--- config.mk ---
export PLATFORM = sky130hd
export DESIGN_NAME = t0_retry_ctrl
export DESIGN_NICKNAME = d
export VERILOG_FILES = /design/src/rtl/t0r_pkg.sv /design/src/rtl/t0r_nak_counter.sv /design/src/rtl/t0r_lock_fsm.sv /design/src/rtl/t0_retry_ctrl.sv
export SDC_FILE = /design/constraint.sdc
export NUM_CORES = 1
export LEC_CHECK = 0
export BUFFER_PORTS_ARGS = -buffer_cell sky130_fd_sc_hd__clkbuf_2
export CORE_MARGIN = 4
export CORE_UTILIZATION = 30
export CTS_BUF_LIST = sky130_fd_sc_hd__clkbuf_8
export DETAILED_ROUTE_END_ITERATION = 12
export GPL_TIMING_DRIVEN = 0
export HOLD_SLACK_MARGIN = 0.15
export PLACE_DENSITY = 0.58
export REMOVE_ABC_BUFFERS = 1
export SETUP_SLACK_MARGIN = 0.1
export SLEW_MARGIN = 20
export SYNTH_ARGS = -nofsm -noshare
export SYNTH_HDL_FRONTEND = slang
export SYNTH_SLANG_ARGS = --single-unit
--- constraint.sdc ---
create_clock -name clk -period 3.45 [get_ports clk]
set_input_delay 0.5175 -clock clk [delete_from_list [all_inputs] [get_ports clk]]
set_output_delay 0.5175 -clock clk [all_outputs]
set_load 0.01 [all_outputs]
--- src/rtl/t0r_pkg.sv ---
package t0r_pkg;
  typedef enum logic {
    ST_RUN  = 1'b0,
    ST_LOCK = 1'b1
  } lock_state_e;
endpackage

--- src/rtl/t0r_nak_counter.sv ---
module t0r_nak_counter #(
  parameter int LIMIT_W = 3
) (
  input  logic               clk,
  input  logic               rst_n,
  input  logic               clr_i,
  input  logic               inc_i,
  input  logic [LIMIT_W-1:0] limit_i,
  output logic               hit_o
);
  localparam int CNT_W = LIMIT_W + 1;
  localparam logic [CNT_W-1:0] CNT_MAX = {CNT_W{1'b1}};

  logic [CNT_W-1:0] cnt_q;

  always_ff @(posedge clk or negedge rst_n) begin
    if (!rst_n)
      cnt_q <= '0;
    else if (clr_i)
      cnt_q <= '0;
    else if (inc_i && (cnt_q != CNT_MAX))
      cnt_q <= cnt_q + 1'b1;
  end

  // The next NAK is number limit+1 once the count has reached the limit.
  assign hit_o = (limit_i != '0) && (cnt_q >= {1'b0, limit_i});
endmodule

--- src/rtl/t0r_lock_fsm.sv ---
module t0r_lock_fsm
  import t0r_pkg::*;
(
  input  logic clk,
  input  logic rst_n,
  input  logic act_i,
  input  logic unlock_i,
  input  logic trip_i,
  output logic lock_o,
  output logic release_o,
  output logic irq_o
);
  lock_state_e state_q, state_d;
  logic        irq_q;

  always_comb begin
    state_d = state_q;
    unique case (state_q)
      ST_RUN:  if (!act_i && trip_i) state_d = ST_LOCK;
      ST_LOCK: if (act_i || unlock_i) state_d = ST_RUN;
      default: state_d = ST_RUN;
    endcase
  end

  always_ff @(posedge clk or negedge rst_n) begin
    if (!rst_n) begin
      state_q <= ST_RUN;
      irq_q   <= 1'b0;
    end else begin
      state_q <= state_d;
      irq_q   <= (state_q == ST_RUN) && (state_d == ST_LOCK);
    end
  end

  assign lock_o    = (state_q == ST_LOCK);
  assign release_o = (state_q == ST_LOCK) && (state_d == ST_RUN);
  assign irq_o     = irq_q;
endmodule

--- src/rtl/t0_retry_ctrl.sv ---
module t0_retry_ctrl #(
  parameter int LIMIT_W = 3
) (
  input  logic               clk,
  input  logic               rst_n,
  input  logic               card_act_i,
  input  logic               nak_i,
  input  logic               char_done_i,
  input  logic               unlock_i,
  input  logic [LIMIT_W-1:0] limit_i,
  output logic               lock_o,
  output logic               retry_o,
  output logic               perr_irq_o
);
  logic nak_live;
  logic hit;
  logic trip;
  logic rel;
  logic cnt_clr;
  logic cnt_inc;
  logic retry_q;

  // A NAK counts only while checking is enabled and the lock is open.
  assign nak_live = nak_i && !unlock_i && !lock_o;
  assign trip     = nak_live && hit && !card_act_i;
  assign cnt_inc  = nak_live && !card_act_i;
  assign cnt_clr  = card_act_i || rel || (char_done_i && !nak_live);

  t0r_nak_counter #(.LIMIT_W(LIMIT_W)) u_cnt (
    .clk     (clk),
    .rst_n   (rst_n),
    .clr_i   (cnt_clr),
    .inc_i   (cnt_inc),
    .limit_i (limit_i),
    .hit_o   (hit)
  );

  t0r_lock_fsm u_fsm (
    .clk       (clk),
    .rst_n     (rst_n),
    .act_i     (card_act_i),
    .unlock_i  (unlock_i),
    .trip_i    (trip),
    .lock_o    (lock_o),
    .release_o (rel),
    .irq_o     (perr_irq_o)
  );

  always_ff @(posedge clk or negedge rst_n) begin
    if (!rst_n)
      retry_q <= 1'b0;
    else
      retry_q <= nak_live && !hit && !card_act_i;
  end

  assign retry_o = retry_q;
endmodule

* After elaboration in Yosys (flattened, before gate mapping)
Cells that the tools add are included.
** Word-level totals
- Flip-flop bits (word level) :: 7
- Bits of input ports :: 9
- Output and inout port bits :: 3
** Cells by class
- Add/sub/neg operators :: 1
- $lt $le $gt $ge :: 1
- Equality and inequality tests :: 1
- Multiplexer cells :: 5
- Bitwise operators :: 2
- Reduce and logical (&&, ||, !) cells :: 23
** Operators with widths (number)
- $logic_and A1 B1 Y1 :: 13
- $mux W4 :: 2
- $logic_not A1 Y1 :: 5
- $add A4 B1 Y4 const B :: 1
- $ge A4 B3 Y1 :: 1
- $ne A4 B4 Y1 const B :: 1
- $logic_or A1 B1 Y1 :: 3
- $reduce_bool A3 Y1 :: 1
- $mux W1 :: 2
- $not A1 Y1 :: 2
- $pmux W1 S2 :: 1
- $reduce_bool A2 Y1 :: 1

* Logic depth before layout (Yosys ltp)
- Depth in word-level cells :: 13
- Gate-level depth with buffers :: 5

* Hierarchy
Synthesis repeated with hierarchy kept, for this count alone.
** Second synthesis, totals
- Cells, all modules :: 43
- Area, all modules :: 451.7 µm²
** By module, submodules not included
- t0r_nak_counter :: times used 1, cells each 31, area an instance 305.3 µm², seq. area each 100.1 µm²
- t0r_lock_fsm :: times used 1, cells each 6, area an instance 76.3 µm², seq. area each 50.0 µm²
- t0_retry_ctrl :: times used 1, cells each 6, area an instance 70.1 µm², seq. area each 25.0 µm²

* Worst setup path before layout
No wires, ideal clock.
- Path type :: input-to-reg
- From :: in unlock_i
- To :: reg u_cnt.cnt_q[0]
- Setup time :: 0.077 ns
- Arrival time :: 1.537 ns
- Path slack :: 1.836 ns
- Stages :: 3
- Buffers on the path :: 0
- Cells stage by stage :: or4b_4 -> or3_1 -> a21oi_1
** On the way
- Word-level cells in the longest chain between the ends :: 13
** RTL lines
- start, declared :: line t0_retry_ctrl.sv:9 : input logic unlock_i,
- $logic_not A1 Y1 :: line t0_retry_ctrl.sv:24 : assign nak_live = nak_i && !unlock_i && !lock_o;
- $logic_and A1 B1 Y1 (2 in series) :: line t0_retry_ctrl.sv:24
- $logic_and A1 B1 Y1 (2 in series) :: line t0_retry_ctrl.sv:25 : assign trip = nak_live && hit && !card_act_i;
- $logic_and A1 B1 Y1 :: line t0r_lock_fsm.sv:19 : ST_RUN: if (!act_i && trip_i) state_d = ST_LOCK;
- $mux W1 :: line t0r_lock_fsm.sv:19
- $pmux W1 S2 :: line t0r_lock_fsm.sv:18 : unique case (state_q)
- $not A1 Y1 :: line t0r_lock_fsm.sv:36 : assign release_o = (state_q == ST_LOCK) && (state_d == ST_RUN);
- $logic_and A1 B1 Y1 :: line t0r_lock_fsm.sv:36
- $logic_or A1 B1 Y1 (2 in series) :: line t0_retry_ctrl.sv:27 : assign cnt_clr = card_act_i || rel || (char_done_i && !nak_live);
- $mux W4 or $reduce_bool A2 Y1 (tied branches)
- end signal, assigned :: line t0r_nak_counter.sv:22 : cnt_q <= cnt_q + 1'b1;
- end, declared :: line t0r_nak_counter.sv:14 : logic [CNT_W-1:0] cnt_q;
Several ways; a longest one is shown, not always the timed one.
A chain may end at the register's enable or synchronous reset.

* Final worst setup path
- From :: reg u_fsm.state_q, in the netlist u_fsm.lock_o
- To :: reg u_cnt.cnt_q[3]
** On the way
- Word-level cells in the longest chain between the ends :: 12
** RTL lines
- start, declared :: line t0r_lock_fsm.sv:13 : lock_state_e state_q, state_d;
- start signal, assigned :: line t0r_lock_fsm.sv:30 : state_q <= state_d;
- $logic_not A1 Y1 :: line t0_retry_ctrl.sv:24
- $logic_and A1 B1 Y1 :: line t0_retry_ctrl.sv:24
- $logic_and A1 B1 Y1 (2 in series) :: line t0_retry_ctrl.sv:25
- $logic_and A1 B1 Y1 :: line t0r_lock_fsm.sv:19
- $mux W1 :: line t0r_lock_fsm.sv:19
- $pmux W1 S2 :: line t0r_lock_fsm.sv:18
- $not A1 Y1 :: line t0r_lock_fsm.sv:36
- $logic_and A1 B1 Y1 :: line t0r_lock_fsm.sv:36
- $logic_or A1 B1 Y1 (2 in series) :: line t0_retry_ctrl.sv:27
- $mux W4 or $reduce_bool A2 Y1 (tied branches)
Several ways; a longest one is shown, not always the timed one.

==> results.cfg <==
[detailed_routing]
drt-pass1-iter-count = 4
ant_nets = 0
routed_wl_um = 936
vias_per_cell = 5.093
dr_total_vias = 382
drc = 0
wl_per_cell_um = 12.48
dr.first_iter.drc_count = 8

[critical_path]
cpLargestDelayFamily = simple AND/OR/NAND/NOR gates
cp-start-kind = flip-flop
required_ns = 3.59
crit_end = u_cnt.cnt_q[3]
crit_path_start = u_fsm.lock_o
rr_endpoint = u_cnt.cnt_q[3]
crit_fanout = 6
cp_slowest_cell = nor4b_1
worst-path-buf-inv = 0
ff2ff_setup_slack_ns = 1.85
crit_path_end_kind = flip-flop
r2r_cells = 3
path_cells = nor4b_1, a41oi_1, a211oi_1
r2r-start = u_fsm.lock_o
max_stage_delay_ns = 0.66
cp.arrival_ns = 1.73
worstSetupPathType = reg -> reg
crit_cells = 3

[global_routing]
grt_busiest_layer = met2
grt_util_met1 = 0.1398
grt_antenna_before_repair = 0
use_met2 = 0.1448
grt_max_degree = 8
grt_overflow_total = 0
use_met3 = 0.003953
grt_pass1_vias = 339
grt_pass1_wl_um = 1524
gr-usage-all-layers = 0.1071

[logic_synthesis]
syn_area_um2 = 424.2
synthAdderAreaFrac = 0.1180
muxShareOfSynthArea = 0
synth_top_family_by_area = simple AND/OR/NAND/NOR gates
synth_top_area_cell = dfrtp_1
synthSimpleGateAreaFrac = 0.2360
yosys-top-cells-area = dfrtp_1 (41%), ha_1 (12%), nor3_1 (5.9%)
synthCells = 44
yosys_warnings = 0
synthDominantCellAreaShare = 0.4130
synth_cell_types = 21
ys_seq_elements = 7
synth-xor-area-share = 0
syn_avg_cell_area_um2 = 9.640
seq_area_frac_synth = 0.4130
synth_compound_area_frac = 0.2065

[die]
core_region_area_um2 = 1318
start_util = 0.3219
die_w_um = 45.60
die-height_um = 45.60
die-area_um2 = 2079
rows = 13
io_pins = 12

[sta]
hold_violations = 0
maxSlewViolCount = 0
finalSetupViolations = 0
tightest_slew_ns = 0.7096
timing.fmax_ghz = 0.6259
min_period_ns = 1.598
timing.hold.ws_ns = 0.5413
period_share = 0.4631
final.setup.tns_ns = 0
slew_headroom = 0.5203
rsz0062_at_grt = false
fin_skew_ns = 0.0006159
final.setup.worst_slack_ns = 1.852

[placed_design]
gp_congestion = 0.7886
pre_cts_ws_ns = 1.631
place_inst = 70
place.port_buffers = 11

[cts]
clock_latency_ns = 0.23
cts_resized = 0
clkSlewWorstSetupHoldPaths_ns = 0.04
h-tree-depth = 1
cts_sinks = 7
cts_made_buffers = 3
cts_tree = built
cts.path.max_buffers = 2
cts_root_buf = clkbuf_8

[power]
ir_worst_vdd_mv = 0.1091
power_density_nw_per_um2 = 395.1
leakagePower_nw = 0.2752
finalPower_mw = 0.2185

[flow_run]
drv_cap = 0

[final_layout]
layout_common_cells = clkbuf_2 (11), dfrtp_1 (7), nor3_1 (5)
num_antenna_cells = 0
drive_above_1_share = 0.2500
fin_cells = 75
syn2layout_area_growth_pct = 30.38
fin_nets = 74
final_common_cell = clkbuf_2

[outcome]
outcome = completed

[hold_path]
whs_path_depth = 1
hp-class = reg -> reg
[what timing repair did]
| action | CTS | global route |
|---|---|---|
| setup buffers | 0 | 0 |
| endpoints found under the hold margin | 7 | 0 |
| hold buffers | 1 | 0 |
[flip-flops by register name, indices dropped and copies added, names as in the netlist]
name,count
u_fsm.lock_o,1
u_cnt.cnt_q,4
retry_o,1
u_fsm.irq_o,1
[cell type report]
cell class                 count  area, um^2
clock buffer                   3       41.29
clock inverter                 1       3.754
fill                         134       764.5
inverter                       3       11.26
multi-input combinational     34       237.7
sequential                     7       175.2
tap                           15       18.77
timing repair buffer          12       65.06
[worst min path at each step]
stage                   startpoint              to  slack, ns
finish              u_cnt.cnt_q[3]  u_cnt.cnt_q[3]       0.54
detailed placement           rst_n  u_cnt.cnt_q[3]       0.36
floorplan                    rst_n         retry_o       0.22
CTS                 u_cnt.cnt_q[3]  u_cnt.cnt_q[3]       0.54
global placement             rst_n  u_cnt.cnt_q[2]       0.36
global route                 nak_i    u_fsm.lock_o       0.57
[kinds of logic after synthesis]
| logic type | after synthesis |
|---|---|
| AO/OA/AOI/OAI | 13 |
| AND/OR/NAND/NOR | 17 |
| adder cells (fa/ha/maj) | 4 |
| buffers and inverters | 3 |
| flip-flops | 7 |
[per-layer routing]
| metal | share of wire | up-vias |
|---|---|---|
| met5 | 0 | - |
| met4 | 0.032 | 0 |
| met3 | 0.042 | 3 |
| met2 | 0.44 | 8 |
| met1 | 0.48 | 172 |
| li1 | - | 199 |
[stage by stage]
step / cell area (um^2) / utilization
after detailed placement: 498.0 / 0.3780
after global placement: 498.0 / 0.3780
after CTS: 553.0 / 0.4198
after global routing: 553.0 / 0.4198
after floorplan: 424.2 / -
final: 553.0 / 0.4198
[where the power goes]
part	switching [mW]	internal (mW)	leakage, nW
Clock	0.0356	0.0769	0.0269
Sequential	0.00105	0.0837	0.0971
Combinational	0.0113	0.00990	0.151
[Yosys cell counts]
library cell	count
dfrtp_1	7
nor3_1	5
ha_1	4
a21oi_1	3
inv_1	3
nand2_1	3
a211o_1	2
nand2b_1	2
o21a_1	2
o21ai_0	2
a211oi_1	1
a31oi_1	1
a41oi_1	1
and3_1	1
nand3_1	1
nand3b_1	1
nor2_1	1
nor4b_1	1
o31ai_1	1
or3_1	1
or4b_4	1
Power figures use the tool's default switching activity.
